==> src/rtl/pte_cache_pkg.sv <==
package pte_cache_pkg;
  localparam int CFG_EN_BIT  = 29;
  localparam int CFG_LIM_LSB = 24;
  localparam int LIM_W       = 4;
  localparam int MAP_W       = 6;
  localparam int WORD_W      = 32;

  typedef struct packed {
    logic             en;
    logic [LIM_W-1:0] limit;
    logic [MAP_W-1:0] map;
  } cfg_t;

  localparam cfg_t CFG_RESET = '{en: 1'b0, limit: 4'd8, map: 6'h3f};

  typedef enum logic {
    FL_ALL  = 1'b0,
    FL_ADDR = 1'b1
  } flush_kind_e;
endpackage

==> src/rtl/pte_cache_index.sv <==
module pte_cache_index
  import pte_cache_pkg::*;
#(
  parameter int IDX_W = 3
) (
  input  logic [2*IDX_W-1:0] bits_i,
  input  logic [MAP_W-1:0]   map_i,
  output logic [IDX_W-1:0]   idx_o
);
  // fold two masked slices of the atom address
  for (genvar i = 0; i < IDX_W; i++) begin : g_bit
    assign idx_o[i] = (bits_i[i] & map_i[i % MAP_W]) ^
                      (bits_i[i+IDX_W] & map_i[(i+IDX_W) % MAP_W]);
  end
endmodule

==> src/rtl/pte_cache_store.sv <==
module pte_cache_store #(
  parameter int LINES  = 8,
  parameter int ATOM_W = 30,
  parameter int DATA_W = 128,
  localparam int IDX_W = $clog2(LINES)
) (
  input  logic              clk_i,
  input  logic              rst_ni,
  input  logic [IDX_W-1:0]  rd_idx_i,
  input  logic [ATOM_W-1:0] rd_atom_i,
  output logic              rd_hit_o,
  output logic [DATA_W-1:0] rd_data_o,
  input  logic              wr_en_i,
  input  logic [IDX_W-1:0]  wr_idx_i,
  input  logic [ATOM_W-1:0] wr_atom_i,
  input  logic [DATA_W-1:0] wr_data_i,
  input  logic              inv_all_i,
  input  logic              inv_one_i,
  input  logic [IDX_W-1:0]  inv_idx_i,
  input  logic [ATOM_W-1:0] inv_atom_i
);
  logic [LINES-1:0]  valid_a;
  logic [ATOM_W-1:0] tag_a  [LINES];
  logic [DATA_W-1:0] data_a [LINES];

  for (genvar l = 0; l < LINES; l++) begin : g_line
    logic              vld_q;
    logic [ATOM_W-1:0] tag_q;
    logic [DATA_W-1:0] dat_q;
    logic              wr_sel, inv_sel;

    assign wr_sel  = wr_en_i && (wr_idx_i == IDX_W'(l));
    assign inv_sel = inv_all_i ||
                     (inv_one_i && (inv_idx_i == IDX_W'(l)) && (tag_q == inv_atom_i));

    always_ff @(posedge clk_i or negedge rst_ni) begin
      if (!rst_ni)       vld_q <= 1'b0;
      else if (wr_sel)   vld_q <= 1'b1;
      else if (inv_sel)  vld_q <= 1'b0;
    end

    always_ff @(posedge clk_i) begin
      if (wr_sel) begin
        tag_q <= wr_atom_i;
        dat_q <= wr_data_i;
      end
    end

    assign valid_a[l] = vld_q;
    assign tag_a[l]   = tag_q;
    assign data_a[l]  = dat_q;
  end

  assign rd_hit_o  = valid_a[rd_idx_i] && (tag_a[rd_idx_i] == rd_atom_i);
  assign rd_data_o = data_a[rd_idx_i];
endmodule

==> src/rtl/pte_cache_fifo.sv <==
module pte_cache_fifo #(
  parameter int DEPTH  = 16,
  parameter int ATOM_W = 30,
  parameter int WSEL_W = 2,
  localparam int PTR_W = $clog2(DEPTH),
  localparam int CNT_W = $clog2(DEPTH + 1)
) (
  input  logic              clk_i,
  input  logic              rst_ni,
  input  logic              push_i,
  input  logic [ATOM_W-1:0] push_atom_i,
  input  logic [WSEL_W-1:0] push_wsel_i,
  input  logic              push_install_i,
  input  logic              pop_i,
  input  logic              kill_all_i,
  input  logic              kill_one_i,
  input  logic [ATOM_W-1:0] kill_atom_i,
  output logic [ATOM_W-1:0] head_atom_o,
  output logic [WSEL_W-1:0] head_wsel_o,
  output logic              head_install_o,
  output logic [CNT_W-1:0]  count_o,
  output logic              empty_o,
  output logic              full_o
);
  logic [PTR_W-1:0]  wr_ptr_q, rd_ptr_q;
  logic [CNT_W-1:0]  cnt_q;
  logic [ATOM_W-1:0] atom_a [DEPTH];
  logic [WSEL_W-1:0] wsel_a [DEPTH];
  logic [DEPTH-1:0]  inst_a;

  function automatic logic [PTR_W-1:0] nxt(input logic [PTR_W-1:0] p);
    return (p == PTR_W'(DEPTH - 1)) ? '0 : p + 1'b1;
  endfunction

  for (genvar s = 0; s < DEPTH; s++) begin : g_slot
    logic              inst_q;
    logic [ATOM_W-1:0] atom_q;
    logic [WSEL_W-1:0] wsel_q;
    logic              load;

    assign load = push_i && (wr_ptr_q == PTR_W'(s));

    always_ff @(posedge clk_i or negedge rst_ni) begin
      if (!rst_ni) inst_q <= 1'b0;
      else if (load) inst_q <= push_install_i;
      else if (kill_all_i || (kill_one_i && atom_q == kill_atom_i)) inst_q <= 1'b0;
    end

    always_ff @(posedge clk_i) begin
      if (load) begin
        atom_q <= push_atom_i;
        wsel_q <= push_wsel_i;
      end
    end

    assign inst_a[s] = inst_q;
    assign atom_a[s] = atom_q;
    assign wsel_a[s] = wsel_q;
  end

  always_ff @(posedge clk_i or negedge rst_ni) begin
    if (!rst_ni) begin
      wr_ptr_q <= '0;
      rd_ptr_q <= '0;
      cnt_q    <= '0;
    end else begin
      if (push_i) wr_ptr_q <= nxt(wr_ptr_q);
      if (pop_i)  rd_ptr_q <= nxt(rd_ptr_q);
      cnt_q <= cnt_q + CNT_W'(push_i) - CNT_W'(pop_i);
    end
  end

  assign head_atom_o    = atom_a[rd_ptr_q];
  assign head_wsel_o    = wsel_a[rd_ptr_q];
  assign head_install_o = inst_a[rd_ptr_q];
  assign count_o        = cnt_q;
  assign empty_o        = (cnt_q == '0);
  assign full_o         = (cnt_q == CNT_W'(DEPTH));

  assert_no_overflow_R6: assert property (@(posedge clk_i) disable iff (!rst_ni)
    push_i && !pop_i |-> cnt_q < CNT_W'(DEPTH));
  assert_no_underflow_R3: assert property (@(posedge clk_i) disable iff (!rst_ni)
    pop_i |-> cnt_q != '0);
endmodule

==> src/rtl/pte_cache.sv <==
module pte_cache
  import pte_cache_pkg::*;
#(
  parameter int PA_W       = 34,
  parameter int ATOM_BYTES = 16,
  parameter int LINES      = 8,
  parameter int FIFO_DEPTH = 16,
  localparam int OFF_W  = $clog2(ATOM_BYTES),
  localparam int ATOM_W = PA_W - OFF_W,
  localparam int DATA_W = ATOM_BYTES * 8,
  localparam int WSEL_W = $clog2(ATOM_BYTES / 4),
  localparam int IDX_W  = $clog2(LINES),
  localparam int HI_W   = PA_W - 32,
  localparam int CNT_W  = $clog2(FIFO_DEPTH + 1)
) (
  input  logic              clk_i,
  input  logic              rst_ni,
  input  logic              cfg_we_i,
  input  logic [31:0]       cfg_wdata_i,
  input  logic              flush_hi_we_i,
  input  logic [31:0]       flush_hi_wdata_i,
  input  logic              flush_we_i,
  input  logic [31:0]       flush_wdata_i,
  input  logic              req_valid_i,
  output logic              req_ready_o,
  input  logic [PA_W-1:0]   req_addr_i,
  output logic              resp_valid_o,
  output logic [31:0]       resp_data_o,
  output logic              mem_req_valid_o,
  input  logic              mem_req_ready_i,
  output logic [PA_W-1:0]   mem_req_addr_o,
  input  logic              mem_rsp_valid_i,
  input  logic [DATA_W-1:0] mem_rsp_data_i
);
  cfg_t             cfg_q;
  logic [HI_W-1:0]  flush_hi_q;
  logic             resp_valid_q;
  logic [31:0]      resp_data_q;

  logic [ATOM_W-1:0] req_atom, flush_atom, head_atom;
  logic [WSEL_W-1:0] req_wsel, head_wsel;
  logic [IDX_W-1:0]  req_idx, flush_idx, head_idx;
  logic              flush_all, flush_one, head_kill, head_install;
  logic              lookup_hit, hit, cap_reached, hit_acc, push, pop, store_wr;
  logic [DATA_W-1:0] lookup_data;
  logic [CNT_W-1:0]  fifo_count;
  logic              fifo_empty, fifo_full;

  logic unused_bits;
  assign unused_bits = ^{cfg_wdata_i[31:30], cfg_wdata_i[28], cfg_wdata_i[23:6],
                         flush_wdata_i[OFF_W-1:1], flush_hi_wdata_i[31:HI_W],
                         req_addr_i[1:0]};

  // register writes
  always_ff @(posedge clk_i or negedge rst_ni) begin
    if (!rst_ni) begin
      cfg_q      <= CFG_RESET;
      flush_hi_q <= '0;
    end else begin
      if (cfg_we_i) begin
        cfg_q.en    <= cfg_wdata_i[CFG_EN_BIT];
        cfg_q.limit <= cfg_wdata_i[CFG_LIM_LSB +: LIM_W];
        cfg_q.map   <= cfg_wdata_i[MAP_W-1:0];
      end
      if (flush_hi_we_i) flush_hi_q <= flush_hi_wdata_i[HI_W-1:0];
    end
  end

  assign flush_all  = flush_we_i && (flush_kind_e'(flush_wdata_i[0]) == FL_ALL);
  assign flush_one  = flush_we_i && (flush_kind_e'(flush_wdata_i[0]) == FL_ADDR);
  assign flush_atom = {flush_hi_q, flush_wdata_i[31:OFF_W]};

  assign req_atom = req_addr_i[PA_W-1:OFF_W];
  assign req_wsel = req_addr_i[OFF_W-1:2];

  pte_cache_index #(.IDX_W(IDX_W)) u_idx_req (
    .bits_i(req_atom[2*IDX_W-1:0]), .map_i(cfg_q.map), .idx_o(req_idx));
  pte_cache_index #(.IDX_W(IDX_W)) u_idx_flush (
    .bits_i(flush_atom[2*IDX_W-1:0]), .map_i(cfg_q.map), .idx_o(flush_idx));
  pte_cache_index #(.IDX_W(IDX_W)) u_idx_head (
    .bits_i(head_atom[2*IDX_W-1:0]), .map_i(cfg_q.map), .idx_o(head_idx));

  // a flush in the fill cycle also blocks that fill
  assign head_kill = flush_all || (flush_one && head_atom == flush_atom);
  assign pop       = mem_rsp_valid_i;
  assign store_wr  = pop && head_install && !head_kill;

  pte_cache_store #(.LINES(LINES), .ATOM_W(ATOM_W), .DATA_W(DATA_W)) u_store (
    .clk_i, .rst_ni,
    .rd_idx_i(req_idx), .rd_atom_i(req_atom),
    .rd_hit_o(lookup_hit), .rd_data_o(lookup_data),
    .wr_en_i(store_wr), .wr_idx_i(head_idx), .wr_atom_i(head_atom),
    .wr_data_i(mem_rsp_data_i),
    .inv_all_i(flush_all), .inv_one_i(flush_one),
    .inv_idx_i(flush_idx), .inv_atom_i(flush_atom));

  assign hit         = cfg_q.en && lookup_hit;
  assign cap_reached = (cfg_q.limit == '0) ? fifo_full
                                           : (fifo_count >= CNT_W'(cfg_q.limit));
  assign hit_acc     = req_valid_i && hit && fifo_empty;
  assign push        = req_valid_i && !hit && !cap_reached && mem_req_ready_i;

  assign req_ready_o     = hit ? fifo_empty : (!cap_reached && mem_req_ready_i);
  assign mem_req_valid_o = req_valid_i && !hit && !cap_reached;
  assign mem_req_addr_o  = {req_atom, {OFF_W{1'b0}}};

  pte_cache_fifo #(.DEPTH(FIFO_DEPTH), .ATOM_W(ATOM_W), .WSEL_W(WSEL_W)) u_fifo (
    .clk_i, .rst_ni,
    .push_i(push), .push_atom_i(req_atom), .push_wsel_i(req_wsel),
    .push_install_i(cfg_q.en),
    .pop_i(pop),
    .kill_all_i(flush_all), .kill_one_i(flush_one), .kill_atom_i(flush_atom),
    .head_atom_o(head_atom), .head_wsel_o(head_wsel), .head_install_o(head_install),
    .count_o(fifo_count), .empty_o(fifo_empty), .full_o(fifo_full));

  function automatic logic [31:0] pick(input logic [DATA_W-1:0] d,
                                       input logic [WSEL_W-1:0] s);
    return d[s*WORD_W +: WORD_W];
  endfunction

  always_ff @(posedge clk_i or negedge rst_ni) begin
    if (!rst_ni) begin
      resp_valid_q <= 1'b0;
      resp_data_q  <= '0;
    end else begin
      resp_valid_q <= hit_acc || pop;
      if (pop)          resp_data_q <= pick(mem_rsp_data_i, head_wsel);
      else if (hit_acc) resp_data_q <= pick(lookup_data, req_wsel);
    end
  end

  assign resp_valid_o = resp_valid_q;
  assign resp_data_o  = resp_data_q;

  assert_flush_all_R8: assert property (@(posedge clk_i) disable iff (!rst_ni)
    flush_all |=> !lookup_hit);
  assert_fetch_limit_R6: assert property (@(posedge clk_i) disable iff (!rst_ni)
    mem_req_valid_o && mem_req_ready_i |->
      (cfg_q.limit == '0) || (fifo_count < CNT_W'(cfg_q.limit)));
  assert_hit_in_order_R5: assert property (@(posedge clk_i) disable iff (!rst_ni)
    req_valid_i && req_ready_o && hit |-> fifo_empty && !mem_rsp_valid_i);
  assert_resp_single_R4: assert property (@(posedge clk_i) disable iff (!rst_ni)
    !(hit_acc && mem_rsp_valid_i));
endmodule

==> config.mk <==
export PLATFORM = sky130hd
export DESIGN_NAME = pte_cache
export DESIGN_NICKNAME = d
export VERILOG_FILES = /design/src/rtl/pte_cache_pkg.sv /design/src/rtl/pte_cache_index.sv /design/src/rtl/pte_cache_store.sv /design/src/rtl/pte_cache_fifo.sv /design/src/rtl/pte_cache.sv
export SDC_FILE = /design/constraint.sdc
export NUM_CORES = 2
export LEC_CHECK = 0
export BUFFER_PORTS_ARGS = -buffer_cell sky130_fd_sc_hd__buf_2
export CORE_MARGIN = 10
export CORE_UTILIZATION = 50
export CTS_BUF_LIST = sky130_fd_sc_hd__clkbuf_4 sky130_fd_sc_hd__clkbuf_8
export DETAILED_ROUTE_END_ITERATION = 7
export PLACE_DENSITY = 0.72
export SLEW_MARGIN = 10
export SYNTH_ARGS = -nofsm -noshare
export SYNTH_HDL_FRONTEND = slang
export SYNTH_SLANG_ARGS = --single-unit
==> constraint.sdc <==
create_clock -name clk_i -period 59.5 [get_ports clk_i]
set_clock_uncertainty 0.15 [all_clocks]
set_input_delay 11.9 -clock clk_i [delete_from_list [all_inputs] [get_ports clk_i]]
set_output_delay 11.9 -clock clk_i [all_outputs]
set_load 0.05 [all_outputs]
### After elaboration in Yosys (flattened, before gate mapping)

Cells that the tools add are included.
Widths: inputs -> output; s select.

* reductions and logical operators: 128
* add/sub/neg operators: 4
* $lt $le $gt $ge: 5
* $mul: 0
* bitwise gates (word level): 30
* mux-type cells: 70
* equality and inequality tests: 57
* shift operators: 2
* div/mod/pow operators: 0

Operators with widths (number)
* $eq 30x30->1: 26
* $bmux 128 s3: 1
* $mux 128: 2
* $shiftx 128x8->32: 2
* $bmux 30 s4: 1
* $mux 30: 4
* $bmux 30 s3: 1
* $logic_and 1x1->1: 69
* $mux 32: 2
* $mux 1: 52
* $reduce_bool 2->1: 25
* $eq 4x4->1 const B: 9
* $logic_or 1x1->1: 26
* $eq 3x3->1 const B: 8
* $and 1x1->1: 18
* $eq 4x3->1 const B: 4
* $eq 3x2->1 const B: 4
* $xor 1x1->1: 9
* $add 4x1->4 const B: 2
* $bmux 2 s4: 1
* $eq 4x2->1 const B: 2
* $logic_not 4->1: 2
* $mux 4: 2
* $eq 3x1->1 const B: 2
* other kinds (18): 22

* RAM bits: 0
* output and inout bits: 69
* bits in read-only memories: 0
* input bits: 266
* latch bits: 0
* memories: 0
* logic and storage cells: 377
* bits in registers: 1859

### Logic depth before layout (Yosys ltp)

* word-level depth: 15
* mapped depth: 20
* depth with buffers taken out: 16

### Hierarchy

Synthesis repeated with hierarchy kept, for this count alone.

* cells, all modules: 4272
* area total of the unflattened synthesis: 81602.0 um2

Modules (own cells, without submodules)
* pte_cache_store: seq. area each 38156.6 um2, instances 1, cells an instance 2325, area each 50832.5 um2
* pte_cache_fifo: seq. area each 16100.4 um2, instances 1, cells an instance 1565, area each 26296.5 um2
* pte_cache: seq. area each 1159.9 um2, instances 1, cells an instance 355, area each 4326.6 um2
* pte_cache_index: seq. area each 0.0 um2, instances 3, cells an instance 9, area each 48.8 um2

### Least setup slack after synthesis

OpenSTA, ideal clock, no wires.

* path kind: input -> register
* from: input flush_wdata_i[7]
* to: register u_store.g_line[0].dat_q[0] (enable)
* stages on the path: 7
* library setup time: 1.071 ns
* buffers on the path: 1
* arrival time: 27.799 ns
* data required time: 58.279 ns
* setup slack: 30.479 ns
* cells stage by stage: clkbuf_1 -> xnor2_1 -> nand4_1 -> nor4_1 -> nand4_1 -> nand4_1 -> nor4_1

* longest elaborated chain between the ends: 6

Ends and longest elaborated chain
* from (decl): RTL line pte_cache.sv:23 `input logic [31:0] flush_wdata_i,`
* $eq 30x30->1: RTL line pte_cache.sv:84 `assign head_kill = flush_all || (flush_one && head_atom == flush_atom);`
* $logic_and 1x1->1: RTL line pte_cache.sv:84
* $logic_or 1x1->1: RTL line pte_cache.sv:84
* $logic_not 1->1: RTL line pte_cache.sv:86 `assign store_wr = pop && head_install && !head_kill;`
* $logic_and 1x1->1: RTL line pte_cache.sv:86
* $logic_and 1x1->1: RTL line pte_cache_store.sv:32 `assign wr_sel = wr_en_i && (wr_idx_i == IDX_W'(l));`
* via u_store.g_line[0].wr_sel: RTL line pte_cache_store.sv:30 `logic wr_sel, inv_sel;`
* to (signal assigned): RTL line pte_cache_store.sv:45 `dat_q <= wr_data_i;`
* to (decl): RTL line pte_cache_store.sv:29 `logic [DATA_W-1:0] dat_q;`

The timed path passes the listed nets, and every way through them passes these cells.
A chain may end at the register's enable or synchronous reset.

### Worst setup path after layout

* from: input req_addr_i[9]
* to: output req_ready_o

* longest elaborated chain between the ends: 10
* elaborated cells on any way between the ends: 12
* those cells by class: eq/ne: 1; mux: 6; bitwise: 3; reduce/logical: 2

Ends and longest elaborated chain
* from (decl): RTL line pte_cache.sv:26 `input logic [PA_W-1:0] req_addr_i,`
* $and 1x1->1: RTL line pte_cache_index.sv:13 `(bits_i[i+IDX_W] & map_i[(i+IDX_W) % MAP_W]);`
* $xor 1x1->1: RTL line pte_cache_index.sv:12 `assign idx_o[i] = (bits_i[i] & map_i[i % MAP_W]) ^`
* $not 3->4 (implied by the code): RTL line pte_cache_store.sv:54 `assign rd_hit_o = valid_a[rd_idx_i] && (tag_a[rd_idx_i] == rd_atom_i);`
* $bmux 30 s3: RTL line pte_cache_store.sv:54
* $mux 30 (implied by the code) (2 in a row): RTL line pte_cache_store.sv:54
* $eq 30x30->1: RTL line pte_cache_store.sv:54
* $logic_and 1x1->1 *: RTL line pte_cache_store.sv:54
* $logic_and 1x1->1 *: RTL line pte_cache.sv:97 `assign hit = cfg_q.en && lookup_hit;`
* $mux 1 *: RTL line pte_cache.sv:103 `assign req_ready_o = hit ? fifo_empty : (!cap_reached && mem_req_ready_i);`
* to (decl): RTL line pte_cache.sv:25 `output logic req_ready_o,`

Mark *: on every way between the ends. The rest lies on a longest branch, timed or not. The select of a mux whose other input is x is not followed.

==> summary.txt <==
Die
  • Die X: 424 µm
  • Initial core utilization: 0.501
  • DIE AREA: 179000 µm²
  • Cell Rows: 148
  • Die height: 424 µm
  • Count of boundary I/O pins: 335
  • Standard cell core area: 162000 µm²

Route
  • Vias per cell: 6.37
  • First-iteration detailed-routing DRC count: 6365
  • Wire per inst: 34.2 µm
  • WL final: 240000 µm
  • Antenna Violating Nets Remaining: 0
  • Iteration count of the initial detailed-routing pass: 6
  • DRC violations left: 0
  • Vias after detailed routing: 44700

Synth
  • Most used DFF post-synth: edfxtp_1
  • Largest family of logic cells by synthesized area: multiplexers
  • Synth cell types: 59
  • Post-synthesis compound-gate area fraction: 0.00859
  • Number of flops mapped to enable cells by yosys: 1776
  • Adder and majority cell fraction of the synthesized area: 0.00255
  • Count of warnings emitted by yosys: 0
  • Post-Syn Area: 81400 µm²
  • Xor/xnor share of the synthesized area: 0.0862
  • Cell taking the most area after synthesis: edfxtp_1
  • Proportion of synthesized chip area in sequential cells: 0.680
  • Number of instances in the synthesized netlist: 4184
  • Flops & latches, synth: 1859
  • Synth Area per Inst: 19.5 µm²
  • Portion of netlist area occupied by mux cells: 0.172
  • Async S/R FF share, synth: 0.0446
  • Area contributors post-synth: edfxtp_1, mux4_2, xnor2_1
  • Area fraction of the dominant cell type after synthesis: 0.655
  • Simple-gate share of the synthesized area: 0.0331

Critical path
  • Crit path from: req_addr_i[9]
  • CP Max Fanout: 101
  • Startpoint-to-endpoint class of the critical path: primary input to output port
  • Crit. End Element: output port
  • Delay of the slowest cell on the worst path: 950 ps
  • CP required: 47450 ps
  • CP max stage cell: buf_4
  • Arr. time, crit path: 18000 ps
  • Critical-path cell list: buf_2, nand2_1, xor2_4, buf_12, buf_4, mux4_2, mux2i_1, nand2b_1, or4b_1, nor4_1, and3_2, buf_4, nand2_1, o21ai_0, buf_2
  • Category of the worst setup path launch point: primary input
  • Worst flop-to-flop path startpoint: u_fifo.rd_ptr_q[0]

Timing
  • Post-route minimum period: 30050 ps
  • Total Negative Setup Slacks: 0 ps
  • Final-report setup violation count: 0
  • Final clock period utilization by the worst path: 0.505
  • Transition at the pin with the smallest max-transition slack: 1170 ps
  • Highest achievable clock rate: 33.3 MHz
  • Number of hold violations in the final report: 0
  • Setup repair after global routing missed its margin: no
  • Relative slew slack: 0.217
  • Max-slew violation count: 0

GRT
  • Maximum number of pins on one net before global-route repair: 126
  • Antenna violations before repair: 41
  • Via count of the first global-routing pass: 45300
  • Wire length of the first global-routing pass: 339000 µm
  • Total routing resource utilization after global routing: 0.263
  • GRT overflow: 0

Clock tree
  • Worst skew pair latency: 1040 ps
  • Clock slew seen by the registers of the worst setup and hold paths: 60 ps
  • Worst-case clock buffer depth: 4
  • Hold buffer count at cts: 0
  • CTS tree: built
  • H-tree levels: 5
  • Post-CTS setup buffer count: 0
  • Number of sinks on the clock net: 1859
  • TritonCTS Buffers: 320
  • Resized cells post-CTS: 0
  • Root Driver: clkbuf_8

Placed design
  • Number of buffers inserted by port buffering: 274
  • HPWL reported at the end of detailed placement: 148000 µm
  • GP Congestion: 0.961

Pwr
  • Worst vdd rail ir drop: 0.0302 mV
  • Leakage dissipation: 29.3 nW
  • Pwr per Cell Area: 37.6 nW/µm²

Status
  • Outcome: complete, no violations

Cells and area
  • Area grow syn2layout: 12.6%
  • Post-layout utilization of the core: 0.565
  • Nets: 4882
  • Fraction of layout cells with a size suffix above 1: 0.319

Min path
  • Worst min path class: register to register
  • Startpoint of the tightest hold check path: u_store.g_line[5].vld_q

Job
  • Max Cap Viol: 0
-- critical path, delay by kind of cell --
family / cells / cell delay, ps
AOI/OAI and AO/OA: 1 / 110
xor gates and xnor gates: 1 / 560
buffers and inverters: 5 / 2660
muxes: 2 / 520
and+or+nand+nor: 6 / 1790
-- cells by family (layout without fill, tap and decap cells) --
| logic type | after synthesis | after routing |
|---|---|---|
| flops | 1859 | 1859 |
| buf+inv | 298 | 941 |
| mux | 673 | 673 |
| xor+xnor | 799 | 799 |
| simple gates | 436 | 436 |
| fa+ha+maj | 16 | 16 |
| compound gates | 102 | 102 |
| other cells | 1 | 20 |
-- final cells by class --
| cell class | instances | area, µm² |
|---|---|---|
| diodes | 16 | 40.0 |
| clock buffers | 470 | 5730 |
| clock inverters | 82 | 591 |
| fillers | 12100 | 70700 |
| inverters | 13 | 48.8 |
| multi-input cells | 2030 | 24900 |
| flip-flops and latches | 1859 | 55400 |
| well taps | 2175 | 2720 |
| repair buffers | 376 | 2260 |
-- routing by layer --
metal,vias up,global-route usage,part of all wire
li1,17800,-,-
met1,23400,0.354,0.37
met5,-,0,0.00083
met3,615,0.0793,0.12
met2,2919,0.395,0.46
met4,30,0.122,0.049
-- state kept, by name, summed over array words and instances, names as in the netlist, 2 cells and up --
register and flops:
resp_data_o 32, u_fifo.wr_ptr_q 4, u_fifo.g_slot.wsel_q 32, u_store.g_line.tag_q 240, u_store.g_line.vld_q 8, u_fifo.rd_ptr_q 4, cfg_q 11, u_fifo.g_slot.inst_q 16
u_store.g_line.dat_q 1024, u_fifo.g_slot.atom_q 480, flush_hi_q 2, u_fifo.count_o 5
-- power by group --
part	internal (mW)	switching, mW	total (mW)
clock	0.652	0.507	1.16
combinational	0.278	0.468	0.746
sequential	1.51	0.0360	1.55
-- through the flow --
step	hold slack (ps)	std cells	setup WS (ps)	area (µm²)	total power, mW
global route	374	7018	29340	91700	3.55
floorplan	328	4187	30480	81500	2.03
CTS	362	7005	29550	91700	3.45
finish	363	7021	29450	91700	3.45
global placement	343	6453	29610	85400	2.30
detailed placement	348	6453	29590	85400	2.31
-- path summary, 6_finish.rpt --
path                       slack [ps]  depth (start not counted)                           end
max in group asynchronous       46970                          2                 flush_hi_q[1]
hold / removal                    360                          1       u_store.g_line[5].vld_q
min in group asynchronous       10690                          1                resp_data_o[9]
hold reg to reg                   360                          1       u_store.g_line[5].vld_q
setup reg to reg                50970                         13  u_store.g_line[0].dat_q[108]
setup / recovery                29450                         15                   req_ready_o
-- cells in the final DEF (no fill, tap or decap), types with 14 or more instances in the layout --
cell          n
nor4_1       86
nand2_1      40
xnor2_1     567
mux2_2       15
and3_1       18
diode_2      16
o21ai_1      31
clkinv_2     21
a2bb2oi_1    32
nand4_1     164
edfxtp_1   1776
nor2_1       14
mux2_4       14
buf_4        96
mux2i_1      69
nand2b_1     40
clkbuf_4    118
ha_1         15
nand3_1      15
xor2_1      228
clkinv_1     47
mux4_2      573
dfrtp_1      71
buf_2       270
clkbuf_8    352
-- Yosys cell counts, types with 19 or more instances --
| master | n |
|---|---|
| a2bb2oi_1 | 32 |
| and3_1 | 19 |
| buf_1 | 32 |
| buf_2 | 30 |
| buf_4 | 38 |
| clkbuf_1 | 177 |
| dfrtp_1 | 76 |
| edfxtp_1 | 1776 |
| mux2i_1 | 69 |
| mux4_2 | 575 |
| nand2_1 | 40 |
| nand2b_1 | 40 |
| nand4_1 | 164 |
| nor4_1 | 94 |
| o21ai_1 | 31 |
| xnor2_1 | 568 |
| xor2_1 | 229 |
Note: power is estimated with default switching activity, not from simulation.
